[config.mk]
export PLATFORM = sky130hd
export DESIGN_NAME = clkseq_ctrl
export DESIGN_NICKNAME = d
export VERILOG_FILES = /design/src/rtl/clkseq_pkg.sv /design/src/rtl/clkseq_rstsync.sv /design/src/rtl/clkseq_div.sv /design/src/rtl/clkseq_timer.sv /design/src/rtl/clkseq_fsm.sv /design/src/rtl/clkseq_ctrl.sv
export SDC_FILE = /design/constraint.sdc
export NUM_CORES = 1
export LEC_CHECK = 0
export BUFFER_PORTS_ARGS = -buffer_cell sky130_fd_sc_hd__buf_2
export CORE_MARGIN = 5
export CORE_UTILIZATION = 25
export DETAILED_ROUTE_END_ITERATION = 16
export HOLD_SLACK_MARGIN = 0.1
export SLEW_MARGIN = 25
export SYNTH_ARGS = -nofsm -noshare
export SYNTH_HDL_FRONTEND = slang
export SYNTH_SLANG_ARGS = --single-unit
[constraint.sdc]
create_clock -name osc_clk -period 1.7 [get_ports osc_clk]
set_input_delay 0.34 -clock osc_clk [delete_from_list [all_inputs] [get_ports osc_clk]]
set_output_delay 0.34 -clock osc_clk [all_outputs]
set_load 0.005 [all_outputs]
[src/rtl/clkseq_pkg.sv]
package clkseq_pkg;
  localparam int DIV_W = 2;
  typedef enum logic [2:0] {
    SQ_POR   = 3'd0,
    SQ_RUN   = 3'd1,
    SQ_WAIT  = 3'd2,
    SQ_STOP  = 3'd3,
    SQ_RECOV = 3'd4
  } seq_state_e;
endpackage

[src/rtl/clkseq_rstsync.sv]
module clkseq_rstsync (
  input  logic clk,
  input  logic arst_n,
  output logic srst_n
);
  logic meta_q;

  always_ff @(posedge clk or negedge arst_n) begin
    if (!arst_n) begin
      meta_q <= 1'b0;
      srst_n <= 1'b0;
    end else begin
      meta_q <= 1'b1;
      srst_n <= meta_q;
    end
  end
endmodule

[src/rtl/clkseq_div.sv]
module clkseq_div
  import clkseq_pkg::*;
(
  input  logic clk,
  input  logic rst_n,
  output logic iclk_tick,
  output logic bus_tick
);
  logic [DIV_W-1:0] div_q, div_d;

  always_comb div_d = div_q + DIV_W'(1);

  always_ff @(posedge clk or negedge rst_n) begin
    if (!rst_n) div_q <= '0;
    else        div_q <= div_d;
  end

  // reference tick at half the oscillator rate, bus boundary at a quarter
  assign iclk_tick = div_q[0];
  assign bus_tick  = &div_q;

  assert_iclk_alternates_R1: assert property (@(posedge clk) disable iff (!rst_n)
    iclk_tick |=> !iclk_tick);
endmodule

[src/rtl/clkseq_timer.sv]
module clkseq_timer #(
  parameter int POR_CYC   = 4096,
  parameter int LONG_CYC  = 4096,
  parameter int SHORT_CYC = 32
) (
  input  logic clk,
  input  logic rst_n,
  input  logic iclk_tick,
  input  logic ld_por,
  input  logic ld_rec,
  input  logic sel_short,
  output logic busy,
  output logic fin
);
  localparam int MAX_A = (POR_CYC > LONG_CYC) ? POR_CYC : LONG_CYC;
  localparam int MAX_C = (MAX_A > SHORT_CYC) ? MAX_A : SHORT_CYC;
  localparam int CNT_W = $clog2(MAX_C + 1);
  localparam logic [CNT_W-1:0] POR_V   = CNT_W'(POR_CYC);
  localparam logic [CNT_W-1:0] LONG_V  = CNT_W'(LONG_CYC);
  localparam logic [CNT_W-1:0] SHORT_V = CNT_W'(SHORT_CYC);

  logic [CNT_W-1:0] cnt_q, cnt_d;

  always_comb begin
    cnt_d = cnt_q;
    if (ld_por)                     cnt_d = POR_V;
    else if (ld_rec)                cnt_d = sel_short ? SHORT_V : LONG_V;
    else if (iclk_tick && busy)     cnt_d = cnt_q - CNT_W'(1);
  end

  always_ff @(posedge clk or negedge rst_n) begin
    if (!rst_n) cnt_q <= POR_V;
    else        cnt_q <= cnt_d;
  end

  assign busy = (cnt_q != '0);
  // finished now, or finishing on this very tick
  assign fin  = !busy || (cnt_q == CNT_W'(1) && iclk_tick);

  assert_busy_ends_on_tick_R5: assert property (@(posedge clk) disable iff (!rst_n)
    $fell(busy) |-> $past(iclk_tick));
endmodule

[src/rtl/clkseq_fsm.sv]
module clkseq_fsm
  import clkseq_pkg::*;
(
  input  logic clk,
  input  logic rst_n,
  input  logic bus_tick,
  input  logic fin,
  input  logic por_req,
  input  logic stop_req,
  input  logic wait_req,
  input  logic wake,
  input  logic short_dly,
  output logic ld_por,
  output logic ld_rec,
  output logic sel_short,
  output logic cpu_on,
  output logic per_on,
  output logic rst_pin_n
);
  seq_state_e st_q, st_d;
  logic cpu_d, per_d, sel_d;

  always_comb begin
    st_d   = st_q;
    cpu_d  = cpu_on;
    per_d  = per_on;
    sel_d  = sel_short;
    ld_por = 1'b0;
    ld_rec = 1'b0;
    if (bus_tick) begin
      if (por_req) begin
        st_d   = SQ_POR;
        ld_por = 1'b1;
        cpu_d  = 1'b0;
        per_d  = 1'b0;
      end else begin
        unique case (st_q)
          SQ_POR: if (fin) begin
            st_d  = SQ_RUN;
            cpu_d = 1'b1;
            per_d = 1'b1;
          end
          SQ_RUN: if (stop_req) begin
            st_d  = SQ_STOP;
            cpu_d = 1'b0;
            per_d = 1'b0;
            sel_d = short_dly;
          end else if (wait_req) begin
            st_d  = SQ_WAIT;
            cpu_d = 1'b0;
          end
          SQ_WAIT: if (wake) begin
            st_d  = SQ_RUN;
            cpu_d = 1'b1;
          end
          SQ_STOP: if (wake) begin
            st_d   = SQ_RECOV;
            ld_rec = 1'b1;
          end
          SQ_RECOV: if (fin) begin
            st_d  = SQ_RUN;
            cpu_d = 1'b1;
            per_d = 1'b1;
          end
          default: st_d = SQ_POR;
        endcase
      end
    end
  end

  always_ff @(posedge clk or negedge rst_n) begin
    if (!rst_n) begin
      st_q      <= SQ_POR;
      cpu_on    <= 1'b0;
      per_on    <= 1'b0;
      sel_short <= 1'b0;
    end else begin
      st_q      <= st_d;
      cpu_on    <= cpu_d;
      per_on    <= per_d;
      sel_short <= sel_d;
    end
  end

  assign rst_pin_n = (st_q != SQ_POR);

  assert_pin_gates_clocks_R2: assert property (@(posedge clk) disable iff (!rst_n)
    !rst_pin_n |-> (!cpu_on && !per_on));
  assert_cpu_needs_per_R7: assert property (@(posedge clk) disable iff (!rst_n)
    cpu_on |-> per_on);
  assert_cpu_edge_aligned_R10: assert property (@(posedge clk) disable iff (!rst_n)
    (cpu_on != $past(cpu_on)) |-> $past(bus_tick));
  assert_per_edge_aligned_R10: assert property (@(posedge clk) disable iff (!rst_n)
    (per_on != $past(per_on)) |-> $past(bus_tick));
  assert_sel_held_R6: assert property (@(posedge clk) disable iff (!rst_n)
    (st_q != SQ_RUN) |=> $stable(sel_short));
endmodule

[src/rtl/clkseq_ctrl.sv]
module clkseq_ctrl #(
  parameter int POR_CYC   = 4096,
  parameter int LONG_CYC  = 4096,
  parameter int SHORT_CYC = 32
) (
  input  logic osc_clk,
  input  logic rst_n,
  input  logic por_req,
  input  logic stop_req,
  input  logic wait_req,
  input  logic wake_irq,
  input  logic wake_brk,
  input  logic short_dly,
  output logic cpu_ck_en,
  output logic per_ck_en,
  output logic rst_pin_n,
  output logic cnt_busy
);
  logic srst_n, iclk_tick, bus_tick;
  logic fin, ld_por, ld_rec, sel_short, cpu_on, per_on;

  clkseq_rstsync u_sync (
    .clk(osc_clk), .arst_n(rst_n), .srst_n(srst_n)
  );

  clkseq_div u_div (
    .clk(osc_clk), .rst_n(srst_n), .iclk_tick(iclk_tick), .bus_tick(bus_tick)
  );

  clkseq_timer #(
    .POR_CYC(POR_CYC), .LONG_CYC(LONG_CYC), .SHORT_CYC(SHORT_CYC)
  ) u_timer (
    .clk(osc_clk), .rst_n(srst_n), .iclk_tick(iclk_tick),
    .ld_por(ld_por), .ld_rec(ld_rec), .sel_short(sel_short),
    .busy(cnt_busy), .fin(fin)
  );

  clkseq_fsm u_fsm (
    .clk(osc_clk), .rst_n(srst_n), .bus_tick(bus_tick), .fin(fin),
    .por_req(por_req), .stop_req(stop_req), .wait_req(wait_req),
    .wake(wake_irq | wake_brk), .short_dly(short_dly),
    .ld_por(ld_por), .ld_rec(ld_rec), .sel_short(sel_short),
    .cpu_on(cpu_on), .per_on(per_on), .rst_pin_n(rst_pin_n)
  );

  assign cpu_ck_en = cpu_on & bus_tick;
  assign per_ck_en = per_on & bus_tick;

  assert_cpu_strobe_on_boundary_R1: assert property (@(posedge osc_clk) disable iff (!srst_n)
    cpu_ck_en |=> !cpu_ck_en);
endmodule

Word level (Yosys, flattened, before mapping) --
Index checks and enable logic that the tools add are counted. W data, S select, Z words.
Operators by class: shift-type cells 0, multiplexer cells 26, bitwise operators 4, order comparisons 0, equal/unequal tests 10, multipliers 0, add/subtract/negate cells 2, reduce and logical (&&, ||, !) cells 16, div/mod/pow operators 0
Operators by type and width (number):
- $mux W13 | 4
- $mux W3 | 6
- $eq A13 B1 Y1 const B | 1
- $mux W1 | 13
- $reduce_bool A13 Y1 | 1
- $sub A13 B1 Y13 const B | 1
- $pmux W3 S4 | 1
- $reduce_and A6 Y1 | 2
- $reduce_and A5 Y1 | 2
- $reduce_bool A3 Y1 | 3
- $eq A3 B2 Y1 const B | 2
- $ne A3 B2 Y1 const B | 2
- $ne A4 B4 Y1 const B | 1
- $reduce_bool A4 Y1 | 1
- $eq A3 B1 Y1 const B | 1
- $eq A3 B3 Y1 const B | 1
- $logic_not A3 Y1 | 1
- $ne A3 B1 Y1 const B | 1
- $ne A3 B3 Y1 const B | 1
- $pmux W1 S3 | 1
- $add A2 B1 Y2 const B | 1
- $and A1 B1 Y1 | 2
- $logic_and A1 B1 Y1 | 2
- $pmux W1 S2 | 1
- 6 further kinds | 6
Storage, ports and cells: memories 0, bits in registers 23, ROM bits 0, bits in latches 0, memory bits (writable) 0, output and inout bits 4, input port bits 8, logic and storage cells 66

Logic depth before layout (Yosys ltp) --
Gate-level depths: netlist of run 1.
depth after elaboration 7, mapped depth 7, depth with buffers taken out 7

Cells and area by module --
A second synthesis of run 1 with hierarchy kept.
Second synthesis, totals: cells, all modules 136, area, all modules 1357.6 sq um
Modules (own cells, without submodules):
- clkseq_timer | cells each 85, times used 1, area each 800.8 sq um
- clkseq_fsm | cells each 41, times used 1, area each 417.9 sq um
- clkseq_div | cells each 4, times used 1, area each 66.3 sq um
- clkseq_rstsync | cells each 3, times used 1, area each 53.8 sq um
- clkseq_ctrl | cells each 3, times used 1, area each 18.8 sq um

Worst setup path before layout of run 1 --
Ideal clock, no wire load.
path kind register to register, start register u_timer.cnt_q[0], end register u_fsm.st_q[1], library setup time 0.125 ns, arrival 1.557 ns, path buffers 0, stages on the path, launching flop included 7, path slack 0.018 ns, period minus slack after synthesis 1.682 ns, cells stage by stage dfrtp_1 > inv_1 > ha_1 > a21oi_1 > and4b_4 > o211ai_4 > mux2_4
Between the ends: cells in the longest elaborated chain, start to end 5, elaborated cells between the ends (all ways) 7, those cells by class eq/ne (2); reduce/logical (5)
RTL lines:
- start, declared | RTL line clkseq_timer.sv:22 | logic [CNT_W-1:0] cnt_q, cnt_d;
- start signal, assigned | RTL line clkseq_timer.sv:33 | else cnt_q <= cnt_d;
- $eq A13 B1 Y1 / $reduce_bool A13 Y1 (equally long branches) | RTL line clkseq_timer.sv:38, clkseq_timer.sv:36
- $logic_and A1 B1 Y1 / $logic_not A1 Y1 (equally long branches) | RTL line clkseq_timer.sv:38 | assign fin = !busy || (cnt_q == CNT_W'(1) && iclk_tick);
- $logic_or A1 B1 Y1 (*) | RTL line clkseq_timer.sv:38
- $ne A3 B1 Y1 (no source line) (*)
- $reduce_and A6 Y1 (no source line) (*)
- end signal, assigned | RTL line clkseq_fsm.sv:78 | st_q <= st_d;
- end, declared | RTL line clkseq_fsm.sv:20 | seq_state_e st_q, st_d;
Every way passes the cells marked *; elsewhere a longest branch is shown, timed or not. A chain may end at the register's enable or synchronous reset.

Worst setup path in the final report of run 1 --
start register u_timer.cnt_q[10], end register u_fsm.st_q[1]
Same word-level chain as after synthesis.

==> key figures, run 1 <==
STA
  – Tmin final: 1720 ps
  – Final Cycle Share: 101%
  – Final Slew Violations: 0
  – Sum of negative setup slack: -47.9 ps
  – Clk_skew: 9.41 ps
  – RSZ-0062 raised after global routing: yes
  – Final WS setup: -24.4 ps
  – Hold slack: 183 ps
  – Final setup viols: 2
  – Endpoints failing hold: 0
  – Fmax: 580 MHz

Synthesis
  – Yosys reg bits: 23
  – Post-synth EDFFs: 0
  – Ys flop type: dfrtp_1
  – Ys Warns: 0
  – Synthesized cell area: 1380 um2
  – Synth async-reset ratio: 100%
  – Syn nets: 142
  – Post-synthesis cell count: 130
  – Synth area leaders: dfrtp_1 (40%), xor2_1 (5.7%), nor2_1 (4.9%)
  – Avg Inst Size Synth: 10.6 um2
  – Cell taking the most area after synthesis: dfrtp_1
  – Seq/Total Area, Yosys: 41.7%
  – Yosys cell types: 45
  – Top cell type's share of synthesized area: 39.8%

Outcome
  – Failing checks: setup timing
  – Outcome: finished with violations

Worst setup path
  – R2r endpoint: u_fsm.st_q[1]$_DFFE_PN0P_
  – RR Startpoint: u_timer.cnt_q[10]$_DFFE_PN0P_
  – CP delay by family, top: simple AND/OR/NAND/NOR gates
  – Crit path launch: u_timer.cnt_q[10]$_DFFE_PN0P_
  – Worst Path Buf+Inv: 1
  – FF-to-FF path depth: 5
  – CP endpoint: u_fsm.st_q[1]$_DFFE_PN0P_
  – Slowest CP cell: dfrtp_1
  – Worst-path cell chain: nor4_4 -> buf_4 -> and4b_4 -> o211ai_4 -> mux2_4
  – Worst path max stage delay: 420 ps
  – Crit-path max FO: 5
  – Worst endpoint data arrival time: 1880 ps
  – CP required: 1860 ps
  – Crit end category: flip-flop
  – Critical path launch point type: flip-flop
  – WS Path Type: reg2reg
  – WP depth: 5
  – Reg-to-reg slack, setup: -20 ps

Layout
  – Fraction of final layout cells sized beyond drive strength 1: 45.3%
  – # fillers: 557
  – Area grow syn2layout: 36.6%
  – Area occupied by multi-input gates: 828 um2
  – Register area: 578 um2
  – Final #Nets: 185
  – Antenna Cells: 0
  – Design area: 1890 um2
  – Final Util: 34.8%
  – Layout Cells excl Fill: 244

Routing
  – DR vias/cell: 4.59
  – Routed Antenna Nets: 0
  – DRC errors left: 0
  – Vias: 1119
  – Initial DRT Pass Iterations: 4
  – Wire per inst: 12.7 um
  – Detailed Route WL: 3090 um
  – Iteration-0 DRC Markers: 22

Pwr
  – Total net switching power: 874 uW
  – Leak: 0.841 nW
  – Sw Ratio: 37.4%
  – Internal: 1.46 mW
  – PwrDens: 1230 nW/um2
  – Clk pwr share: 14.7%
  – Gate power share: 49.2%
  – Worst vdd ir: 0.537 mV
  – Sequential Power Share: 36.2%
  – Overall power: 2.33 mW

Global routing
  – First-pass GRT wire length: 4930 um
  – Initial antenna violation count: 0
  – Tot GR Track Use: 8.28%
  – Largest net degree at the start of global routing: 14
  – Grt ovf: 0
  – Vias in the first global route: 1083

Clocking
  – Reg clk slew, reported paths: 90 ps
  – CTS Buf Count: 3
  – CTS max path bufs: 2
  – Worst skew pair latency: 270 ps
  – CTS tree: yes
  – Root Buffer: clkbuf_8
  – Htree depth: 1
  – Clk sinks: 23

Place
  – Placed Cells: 230
  – HPWL after DPL: 2090 um
  – IO buf count: 11
  – Pre-CTS setup slack: -14.2 ps
  – GP Congestion: 0.743
  – Placed cell areas: 1650 um2

Floorplanning
  – Full die area: 7120 um2
  – Die Ht: 84.4 um
  – Core Area: 5440 um2
  – Row count: 27
  – I/O pin count: 12
  – Starting Density: 25.4%
  – Die W: 84.4 um

Flow run
  – Max-Cap Viols: 0

Min path
  – Hold Path Class: reg2async
## flip-flops by register name, summed over array words and instances, names as in the netlist
signal and count:
u_sync.meta_q 1, u_fsm.cpu_on 1, u_fsm.sel_short 1, u_timer.cnt_q 13
u_fsm.st_q 3, u_div.div_q 2, u_fsm.per_on 1, u_sync.srst_n 1
## power by group through the flow
stage / clock network [mW] / logic [mW] / registers, mW
finish: 0.342 / 1.15 / 0.844
global route: 0.386 / 1.25 / 0.864
CTS: 0.355 / 0.989 / 0.837
detailed placement: 0 / 0.863 / 0.849
global placement: 0 / 0.859 / 0.848
floorplan: 0 / 0.589 / 0.816
## layout make-up
type | instances | share of cell area (%)
Clock inverter | 1 | 0.265
Tap cell | 72 | 4.77
Sequential cell | 23 | 30.6
Timing Repair Buffer | 44 | 17.4
Multi-Input combinational cell | 96 | 43.8
Clock buffer | 3 | 2.18
Inverter | 5 | 0.993
## routing by layer
layer  GRT usage, %  vias up  share of wire [%]
met5              0        -                  0
met4           1.73        0                1.1
met3           2.55        4                4.7
met2           13.8       19                 49
met1           10.6      551                 45
li1               -      545                  -
## layout by cell type, fill, tap and decap left out, types with 3 or more instances in the layout
cell type	count
clkbuf_8	3
dfrtp_1	21
nor2_1	17
xor2_1	9
o21ai_0	3
buf_2	11
ha_1	3
inv_1	3
nor3_1	6
nand2_1	4
buf_6	3
nand3_2	3
buf_4	28
o21a_1	3
## what timing repair did
action                                 4_1_cts  5_1_grt
setup endpoints to repair                    9       19
gates resized for setup                      4       19
endpoints found under the hold margin        2        0
hold buffers                                 1        0
pin swaps                                    6       11
buffers inserted                             5        4
## worst min path at each step
stage                                       start                      endpoint  slack [ps]  cells after the start
final                     u_sync.srst_n$_DFF_PN0_  u_timer.cnt_q[8]$_DFFE_PN0P_         180                      0
after CTS                 u_sync.srst_n$_DFF_PN0_  u_timer.cnt_q[8]$_DFFE_PN0P_         200                      0
after floorplan                             rst_n       u_sync.meta_q$_DFF_PN0_          40                      0
after global routing      u_sync.srst_n$_DFF_PN0_  u_timer.cnt_q[8]$_DFFE_PN0P_         220                      0
after detailed placement                    rst_n       u_sync.meta_q$_DFF_PN0_         130                      1
after global placement                      rst_n       u_sync.meta_q$_DFF_PN0_         130                      1
## Yosys cell counts, types with 3 or more instances
cell     count
ha_1         4
nor2_1      18
o21a_1       3
inv_1        5
xor2_1       9
nand2_1      4
nor3_1       9
o21ai_0      3
dfrtp_1     22
nand3_1      6
## cell families (layout without fill, tap and decap cells)
family	count (synthesis)	in the layout	share of synthesized area (%)
mux	2	2	1.90
simple gates	56	56	24.1
other cells	1	1	0.271
xor+xnor	10	10	6.33
fa+ha+maj	4	4	3.62
flops	23	23	41.7
compound gates	23	23	16.4
buf+inv	11	53	5.79
Power figures use the tool's default switching activity.
==> inputs of run 2 (changes only) <==
- RECOVER_POWER: unset -> 50
==> run 2 against run 1 <==
Net effect:
- the flow still finishes with violations (setup timing)
- non-clock buffer count unchanged
- sequential share of layout area up 0.081 points
- die area unchanged
- register-to-register slack about the same
- combinational power about the same
- final area down 0.26%
- total power about the same
- fmax about the same
- sequential power about the same
==> key figures, run 2 (same netlist as run 1, synthesis figures left out) <==
Routing
  – Wire per inst: 12.7 um (+0.32%)
  – Routed Antenna Nets: 0 (unchanged)
  – Vias: 1117 (-0.18%)
  – Initial DRT Pass Iterations: 4 (unchanged)
  – Iteration-0 DRC Markers: 20 (-9.1%)
  – Detailed Route WL: 3100 um (+0.32%)
  – DR vias/cell: 4.58 (-0.18%)
  – DRC errors left: 0 (unchanged)

Global routing
  – First-pass GRT wire length: 4930 um (unchanged)
  – Initial antenna violation count: 0 (unchanged)
  – Grt ovf: 0 (unchanged)
  – Tot GR Track Use: 8.28% (unchanged)
  – Largest net degree at the start of global routing: 14 (unchanged)
  – Vias in the first global route: 1083 (unchanged)

Floorplanning
  – Starting Density: 25.4% (unchanged)
  – Row count: 27 (unchanged)
  – Full die area: 7120 um2 (unchanged)
  – Core Area: 5440 um2 (unchanged)
  – I/O pin count: 12 (unchanged)
  – Die Ht: 84.4 um (unchanged)
  – Die W: 84.4 um (unchanged)

Clocking
  – Htree depth: 1 (unchanged)
  – Clk sinks: 23 (unchanged)
  – CTS max path bufs: 2 (unchanged)
  – Worst skew pair latency: 270 ps (about the same)
  – Root Buffer: clkbuf_8
  – CTS Buf Count: 3 (unchanged)
  – CTS tree: yes
  – Reg clk slew, reported paths: 90 ps (about the same)

STA
  – Final Cycle Share: 101% (about the same)
  – Slew headroom: 57.1%
  – RSZ-0062 raised after global routing: yes
  – Clk_skew: 10.9 ps (+1.47 ps)
  – Hold slack: 182 ps (-0.726 ps)
  – Final WS setup: -24.9 ps (-0.488 ps)
  – Final setup viols: 2 (unchanged)
  – Sum of negative setup slack: -49.3 ps (-1.40 ps)
  – Worst slew pin tran: 643 ps
  – Endpoints failing hold: 0 (unchanged)
  – Final Slew Violations: 0 (unchanged)
  – Tmin final: 1720 ps (+0.488 ps)
  – Fmax: 580 MHz (about the same)

Worst setup path
  – CP required: 1360 ps (-500 ps)
  – Critical path launch point type: flip-flop
  – Crit end category: output port
  – Worst endpoint data arrival time: 1380 ps (-500 ps)
  – WS Path Type: reg2out
  – Crit-path max FO: 2 (-3)

Pwr
  – Worst vdd ir: 0.537 mV (about the same)
  – PwrDens: 1240 nW/um2 (+0.34%)
  – Leak: 0.834 nW (-0.83%)

Min path
  – Hold Path Class: reg2async

Layout
  – Commonest non-fill, non-tap cells in the layout: buf_4 (26), dfrtp_1 (21), nor2_1 (17), buf_2 (10), xor2_1 (9)
  – Max reg flops: 13 (unchanged)
  – Reg with most FFs: u_timer.cnt_q
  – Biggest regs: u_timer.cnt_q x13, u_fsm.st_q x3, u_div.div_q x2
  – Antenna Cells: 0 (unchanged)
  – Final #Nets: 185 (unchanged)
  – Area grow syn2layout: 36.3%
  – Fraction of final layout cells sized beyond drive strength 1: 44.2% (-1.2 points)
  – Most common cell after layout, fill and taps aside: buf_4
  – # fillers: 558 (+0.18%)

Outcome
  – Failing checks: setup timing
  – Outcome: finished with violations

Place
  – GP Congestion: 0.743 (unchanged)
  – IO buf count: 11 (unchanged)
  – HPWL after DPL: 2090 um (unchanged)
  – Pre-CTS setup slack: -14.2 ps (unchanged)

Flow run
  – Max-Cap Viols: 0 (unchanged)
-- run 2: cell type report --
class | instances | area, um2 | share of cell area [%]
well taps | 72 | 90.1 | 4.78
inverters | 5 | 18.8 | 0.995
flip-flops and latches | 23 | 578 | 30.7
multi-input cells | 96 | 828 | 43.9
clock buffers | 3 | 41.3 | 2.19
repair buffers | 44 | 324 | 17.2
clock inverters | 1 | 5.00 | 0.265
-- run 2: critical path: stages (launching register included) --
cell and delay, ps:
dfrtp_1 420, nor4_4 320, buf_4 160, nand4_1 80
buf_2 140
-- run 2: metrics by stage --
step	std cells	total power, mW	util, %	instance area [um2]
floorplan	130	1.41	-	1380
global placement	230	1.71	30.4	1650
detailed placement	230	1.71	30.4	1650
CTS	240	2.18	32.5	1770
global route	244	2.50	34.7	1890
finish	244	2.34	34.7	1890
-- run 2: final timing paths --
check                           cells after the start                           end  slack, ps                           from
worst max-delay path                                4                      cnt_busy        -20  u_timer.cnt_q[10]$_DFFE_PN0P_
worst min-delay path                                0  u_timer.cnt_q[8]$_DFFE_PN0P_        180        u_sync.srst_n$_DFF_PN0_
worst max register to register                      5     u_fsm.st_q[1]$_DFFE_PN0P_        -20  u_timer.cnt_q[10]$_DFFE_PN0P_
worst min register to register                      0  u_timer.cnt_q[8]$_DFFE_PN0P_        180        u_sync.srst_n$_DFF_PN0_
max in group asynchronous                           1     u_fsm.st_q[2]$_DFFE_PN0P_        560        u_sync.srst_n$_DFF_PN0_
min in group osc_clk                                2   u_fsm.sel_short$_DFFE_PN0P_        300                      short_dly
-- run 2: power by group --
part           switching, mW  internal (mW)
registers              0.157          0.688
logic                  0.539          0.608
clock network          0.181          0.164
total                  0.877           1.46
-- run 2: layer usage --
layer | part of all wire (%) | GRT usage, % | routed length (um) | vias up
met3 | 4.7 | 2.55 | 145 | 4
met1 | 45 | 10.6 | 1410 | 549
met4 | 1.1 | 1.73 | 35 | 0
met5 | 0 | 0 | 0 | -
met2 | 49 | 13.8 | 1510 | 19
li1 | - | - | - | 545
-- run 2: what timing repair did --
action                                  4_1_cts  5_1_grt
endpoints found under the hold margin         2        0
hold buffers                                  1        0
pin swaps                                     6       11
buffers inserted                              5        4
endpoints found under the setup margin        9       19
resized for setup                             4       19
